`src/rtl/nrz_track_pkg.sv`:
```
package nrz_track_pkg;
  typedef enum logic [1:0] {
    PK_NONE = 2'b00,
    PK_RISE = 2'b01,
    PK_FALL = 2'b10,
    PK_BOTH = 2'b11
  } pulse_kind_e;

  function automatic pulse_kind_e classify(input logic pos, input logic neg);
    return pulse_kind_e'({neg, pos});
  endfunction
endpackage

```
`src/rtl/nrz_write_drv.sv`:
```
module nrz_write_drv #(
  parameter logic RESET_DIR = 1'b0
) (
  input  logic clk,
  input  logic rst_n,
  input  logic cell_tick,
  input  logic bit_valid,
  input  logic bit_data,
  output logic bit_ready,
  output logic head_dir
);
  logic take;

  assign bit_ready = cell_tick;
  assign take      = bit_valid & cell_tick;

  always_ff @(posedge clk) begin
    if (!rst_n)    head_dir <= RESET_DIR;
    else if (take) head_dir <= bit_data;
  end
endmodule

```
`src/rtl/nrz_pulse_sampler.sv`:
```
module nrz_pulse_sampler
  import nrz_track_pkg::*;
(
  input  logic        strobe,
  input  logic        sync_cell,
  input  logic        pos,
  input  logic        neg,
  output logic        data_cell,
  output logic        init_cell,
  output pulse_kind_e kind
);
  assign data_cell = strobe & ~sync_cell;
  assign init_cell = strobe & sync_cell;
  assign kind      = data_cell ? classify(pos, neg) : PK_NONE;
endmodule

```
`src/rtl/nrz_level_decoder.sv`:
```
module nrz_level_decoder
  import nrz_track_pkg::*;
#(
  parameter logic SYNC_LEVEL = 1'b0
) (
  input  logic        clk,
  input  logic        rst_n,
  input  logic        data_cell,
  input  logic        init_cell,
  input  pulse_kind_e kind,
  output logic        level,
  output logic        level_valid,
  output logic        err
);
  always_ff @(posedge clk) begin
    if (!rst_n) begin
      level       <= SYNC_LEVEL;
      level_valid <= 1'b0;
      err         <= 1'b0;
    end else begin
      level_valid <= data_cell;
      if (init_cell) begin
        level <= SYNC_LEVEL;
      end else if (data_cell) begin
        unique case (kind)
          PK_RISE: begin
            if (level) err <= 1'b1;
            level <= 1'b1;
          end
          PK_FALL: begin
            if (!level) err <= 1'b1;
            level <= 1'b0;
          end
          PK_BOTH: err <= 1'b1;
          default: ;
        endcase
      end
    end
  end
endmodule

```
`src/rtl/nrz_track_codec.sv`:
```
module nrz_track_codec
  import nrz_track_pkg::*;
#(
  parameter logic RESET_DIR  = 1'b0,
  parameter logic SYNC_LEVEL = 1'b0
) (
  input  logic clk,
  input  logic rst_n,
  input  logic cell_tick,
  input  logic wr_valid,
  input  logic wr_data,
  output logic wr_ready,
  output logic wr_dir,
  input  logic rd_strobe,
  input  logic rd_sync,
  input  logic pulse_pos,
  input  logic pulse_neg,
  output logic rd_valid,
  output logic rd_data,
  output logic pol_err
);
  logic        data_cell;
  logic        init_cell;
  pulse_kind_e kind;

  nrz_write_drv #(.RESET_DIR(RESET_DIR)) u_wr (
    .clk       (clk),
    .rst_n     (rst_n),
    .cell_tick (cell_tick),
    .bit_valid (wr_valid),
    .bit_data  (wr_data),
    .bit_ready (wr_ready),
    .head_dir  (wr_dir)
  );

  nrz_pulse_sampler u_smp (
    .strobe    (rd_strobe),
    .sync_cell (rd_sync),
    .pos       (pulse_pos),
    .neg       (pulse_neg),
    .data_cell (data_cell),
    .init_cell (init_cell),
    .kind      (kind)
  );

  nrz_level_decoder #(.SYNC_LEVEL(SYNC_LEVEL)) u_dec (
    .clk         (clk),
    .rst_n       (rst_n),
    .data_cell   (data_cell),
    .init_cell   (init_cell),
    .kind        (kind),
    .level       (rd_data),
    .level_valid (rd_valid),
    .err         (pol_err)
  );
endmodule

```
`config.mk`:
```
export PLATFORM = sky130hd
export DESIGN_NAME = nrz_track_codec
export DESIGN_NICKNAME = d
export VERILOG_FILES = /design/src/rtl/nrz_track_pkg.sv /design/src/rtl/nrz_write_drv.sv /design/src/rtl/nrz_pulse_sampler.sv /design/src/rtl/nrz_level_decoder.sv /design/src/rtl/nrz_track_codec.sv
export SDC_FILE = /design/constraint.sdc
export NUM_CORES = 1
export LEC_CHECK = 0
export ABC_CLOCK_PERIOD_IN_PS = 2000
export BUFFER_PORTS_ARGS = -buffer_cell sky130_fd_sc_hd__buf_2
export CAP_MARGIN = 20
export CORE_AREA = 3 3 40 42
export CTS_BUF_LIST = sky130_fd_sc_hd__clkbuf_16
export DETAILED_ROUTE_END_ITERATION = 8
export DIE_AREA = 0 0 43 45
export HOLD_SLACK_MARGIN = 0.03
export PLACE_DENSITY_LB_ADDON = 0.2
export SYNTH_ARGS = -nofsm -noshare
export SYNTH_HDL_FRONTEND = slang
export SYNTH_SLANG_ARGS = --single-unit
```
`constraint.sdc`:
```
create_clock -name clk -period 2 [get_ports clk]
set_input_delay 0.1 -clock clk [delete_from_list [all_inputs] [get_ports clk]]
set_output_delay 0.1 -clock clk [all_outputs]
set_load 0.05 [all_outputs]
```
Word-level counts from Yosys, hierarchy flattened
Cells that the tools add are included.
{"block": "totals", "ff_bits": 4, "input_bits": 9, "output_inout_bits": 5, "elab_cells": 25}
{"block": "op_classes", "eq_ne": 5, "muxes": 5, "bitwise_logic": 6, "reduce_logical": 5}
{"operator": "5-bit AND reduction", "count": 1}
{"operator": "2-bit == test, second input constant", "count": 2}
{"operator": "1-bit AND", "count": 3}
{"operator": "1-bit NOT", "count": 3}
{"operator": "1-bit case mux with 3 select lines", "count": 1}
{"operator": "3-bit nonzero test", "count": 1}
{"operator": "2-bit by 1-bit == test with 1-bit output, second input constant", "count": 1}
{"operator": "1-bit two-way mux", "count": 2}
{"operator": "2-bit two-way mux", "count": 1}
{"operator": "2-bit by 1-bit != test with 1-bit output, second input constant", "count": 1}
{"operator": "2-bit != test, second input constant", "count": 1}
{"operator": "1-bit case mux with 2 select lines", "count": 1}
{"operator": "2-bit AND reduction", "count": 1}
{"operator": "2-bit nonzero test", "count": 1}
{"operator": "2-bit OR reduction", "count": 1}

Depth between registers and ports, before layout
{"block": "depth", "depth_word": 6, "mapped_depth": 7}

Cells and area by module
From an unflattened synthesis, not the netlist that was laid out.
{"block": "unflattened", "cells_unflattened": 26, "area_unflattened_um2": 264.0}
{"mod": "nrz_level_decoder", "n_inst": 1, "cells_per_inst": 16, "area_per_inst_um2": 178.9, "seq_area_each_um2": 60.1}
{"mod": "nrz_write_drv", "n_inst": 1, "cells_per_inst": 6, "area_per_inst_um2": 48.8, "seq_area_each_um2": 20.0}
{"mod": "nrz_pulse_sampler", "n_inst": 1, "cells_per_inst": 4, "area_per_inst_um2": 36.3, "seq_area_each_um2": 0.0}

Worst setup path before layout
OpenSTA, ideal clock, no wires.
{"block": "synth_path", "path_kind": "input to register", "startpoint": "in rd_strobe", "endpoint": "reg u_dec.level", "t_arrival_ns": 1.041, "slack_ns": 0.844, "cell_stages": 6, "path_buffers": 0, "cell_sequence": "nor2b_4 and2_2 ha_1 nor2_1 and3_1 a31o_1"}
{"block": "synth_via", "elab_chain_cells": 5, "word_cells_on_any_way": 9}
{"item": "from (decl)", "line_no": "nrz_track_codec.sv:14", "text": "input logic rd_strobe,"}
{"item": "1-bit AND", "line_no": "nrz_pulse_sampler.sv:12", "text": "assign data_cell = strobe & ~sync_cell;"}
{"item": "2-bit two-way mux", "line_no": "nrz_pulse_sampler.sv:14", "text": "assign kind = data_cell ? classify(pos, neg) : PK_NONE;"}
{"item": "2-bit by 1-bit == test with 1-bit output or 2-bit == test (tied branches)", "line_no": "nrz_level_decoder.sv:25", "text": "unique case (kind)"}
{"item": "2-bit nonzero test (no line)"}
{"item": "2-bit AND reduction (no line)"}
{"item": "to (signal assigned)", "line_no": "nrz_level_decoder.sv:23", "text": "level <= SYNC_LEVEL;"}
{"item": "to (signal assigned)", "line_no": "nrz_level_decoder.sv:28", "text": "level <= 1'b1;"}
{"item": "to (signal assigned)", "line_no": "nrz_level_decoder.sv:32", "text": "level <= 1'b0;"}
{"item": "to (decl)", "line_no": "nrz_level_decoder.sv:11", "text": "output logic level,"}
Several ways; a longest one is shown, not always the timed one.
A chain may end at the register's enable or synchronous reset.

Worst setup path in the final report
Ends and elaborated chain as after synthesis.

==> flow_summary.json <==
{
  "drive_gt1_frac": 0.452,
  "io_pins": 14,
  "grt_pass1_wl_um": 752,
  "track_usage": 0.0565,
  "num_vias": 225,
  "ys_types": 14,
  "cap_violations": 0,
  "synth-seq-cells": 4,
  "post_cts_buffers": 0,
  "netlist_top_cells_area": "dfxtp_1 34%, ha_1 16%, and2_2 6.3%, nand2_1 6.3%, nor2b_4 5.8%",
  "yosys.area.top_type": "dfxtp_1",
  "grt_max_degree": 7,
  "port_buffers": 13,
  "critPathKind": "in2reg",
  "slew_headroom": 0.835,
  "cts.sinks": 4,
  "wl_per_cell_um": 8.04,
  "cp_cell_sequence": "buf_2 > nor2b_4 > and2_2 > ha_1 > nor2_1 > and3_1 > a31o_1",
  "setup_viol_count_final": 0,
  "final_util": 0.302,
  "antenna_found_initial": 0,
  "dieHeight_um": 45,
  "gr-total-overflow": 0,
  "viasPerCell": 3.95,
  "slew_violations": 0,
  "cts_max_level": 1,
  "syn_area_sq_um": 236,
  "final_cell_mix": "13 x buf_2, 4 x nand2_1, 4 x dfxtp_1",
  "cp_data_arrival_time_ns": 1.19,
  "status": "finished, final reports clean",
  "vdd.ir_drop.worst_mv": 0.329,
  "rows": 13,
  "clk_pin_slew_worst_paths_ns": 0.03,
  "crit_required_ns": 2.11,
  "total_power_uw": 436,
  "avgSynthCellArea_sq_um": 8.76,
  "area.growth.synth_to_final_pct": 64.0,
  "clk-insertion-delay-late_ns": 0.22,
  "critPathMaxStageDelay_ns": 0.29,
  "grt_pass1_vias": 214,
  "fin_skew_ns": 0.000733,
  "start_util": 0.184,
  "gp_congestion": 0.662,
  "cts_made_buffers": 3,
  "setup_tns_ns": 0,
  "fin_nets": 56,
  "fin_crit_ns": 1.08,
  "startpoint_type": "input port",
  "final_cells": 57,
  "fmax_ghz": 0.924,
  "synth_top_area_frac": 0.339,
  "netlist_instances": 27,
  "diodes": 0,
  "drc": 0,
  "critPathCaptureType": "flop",
  "wirelength_um": 458,
  "ant_nets": 0,
  "grt_setup_unrepaired": "no",
  "worst_slew_pin_slew_ns": 0.250,
  "n_fill_cell": 143,
  "core_area_sq_mm": 0.00128,
  "cts_tree": "yes",
  "slowest_stage": "ha_1",
  "p_leak_nw": 0.205,
  "power.density_mw_per_mm2": 1120,
  "min_period_over_period": 0.541,
  "cts_root_buf": "clkbuf_16",
  "syn_nets": 39,
  "seq_area_frac_synth": 0.339,
  "regArea_sq_um": 80.1,
  "min-delay-path-class": "in2reg",
  "yosysWarnings": 0,
  "cp_top_family": "simple AND/OR/NAND/NOR gates",
  "final-hold-violation-count": 0,
  "cp_num_buf_inv": 1,
  "dieArea_sq_mm": 0.00194,
  "layout.cells.most_common": "buf_2",
  "die_x_um": 43,
  "cts_buffer_depth": 2,
  "crit_path_max_fanout": 5,
  "place_inst": 54,
  "dr.pass1.iters": 1,
  "first_iter_violations": 0,
  "cts-resized-gates": 0,
  "cts_hold_buf": 0,
  "multi_input_area_sq_um": 138
}
final timing paths:
check              startpoint  depth (start not counted)  slack [ns]            end
setup reg to reg  u_dec.level                          3        1.19      u_dec.err
hold reg to reg     u_dec.err                          2        0.45      u_dec.err
hold / removal        wr_data                          3        0.14  u_wr.head_dir
setup / recovery    rd_strobe                          7        0.92    u_dec.level
power breakdown:
group	switching, mW	internal (mW)
registers	0.00131	0.0835
logic	0.0274	0.0162
clock network	0.0522	0.255
total	0.0809	0.355
final cells by class:
| type | instances | area share |
|---|---|---|
| Multi-Input combinational cell | 19 | 0.355 |
| Sequential cell | 4 | 0.206 |
| Clock buffer | 3 | 0.194 |
| Timing Repair Buffer | 13 | 0.168 |
| Tap cell | 15 | 0.0484 |
| Inverter | 3 | 0.0290 |
synth_stat cells:
cell,count
inv_1,3
dfxtp_1,4
a31o_1,1
and2_2,2
buf_4,1
ha_1,3
and3_1,1
nor2b_4,1
nand2_1,4
o21ai_0,2
mux2i_1,1
nand3_1,2
nor2_1,1
a21boi_0,1
kinds of logic (layout without fill, tap and decap cells):
kind of cell / after synthesis / after routing / synth area share
buf+inv: 4 / 19 / 0.0794
compound gates: 4 / 4 / 0.111
flops: 4 / 4 / 0.339
mux: 1 / 1 / 0.0423
simple gates: 11 / 11 / 0.270
fa+ha+maj: 3 / 3 / 0.159
metal layers:
layer	vias to the layer above	share of wire	global-route usage
met2	10	0.45	0.0778
met5	-	0	0
met1	97	0.41	0.0576
li1	118	-	-
met3	0	0.14	0.0359
met4	0	0	0.0542
sequential cells by signal, summed over array words and instances (netlist names):
| register | flops |
|---|---|
| u_dec.err | 1 |
| u_dec.level_valid | 1 |
| u_dec.level | 1 |
| u_wr.head_dir | 1 |
worst reg2reg max path, stage by stage (launching register included):
cell     delay [ns]
dfxtp_1        0.35
mux2i_1        0.19
nand3_1        0.08
o21ai_0        0.12
per-stage QoR:
step           hold WS (ns)  setup WS, ns  area (sq um)
2_1_floorplan         0.213         0.844           236
3_3_place_gp          0.379         0.679           313
3_5_place_dp          0.378         0.684           313
4_1_cts               0.146         0.916           388
5_1_grt               0.168         0.846           388
6_report              0.143         0.918           388
Power figures use the tool's default switching activity.
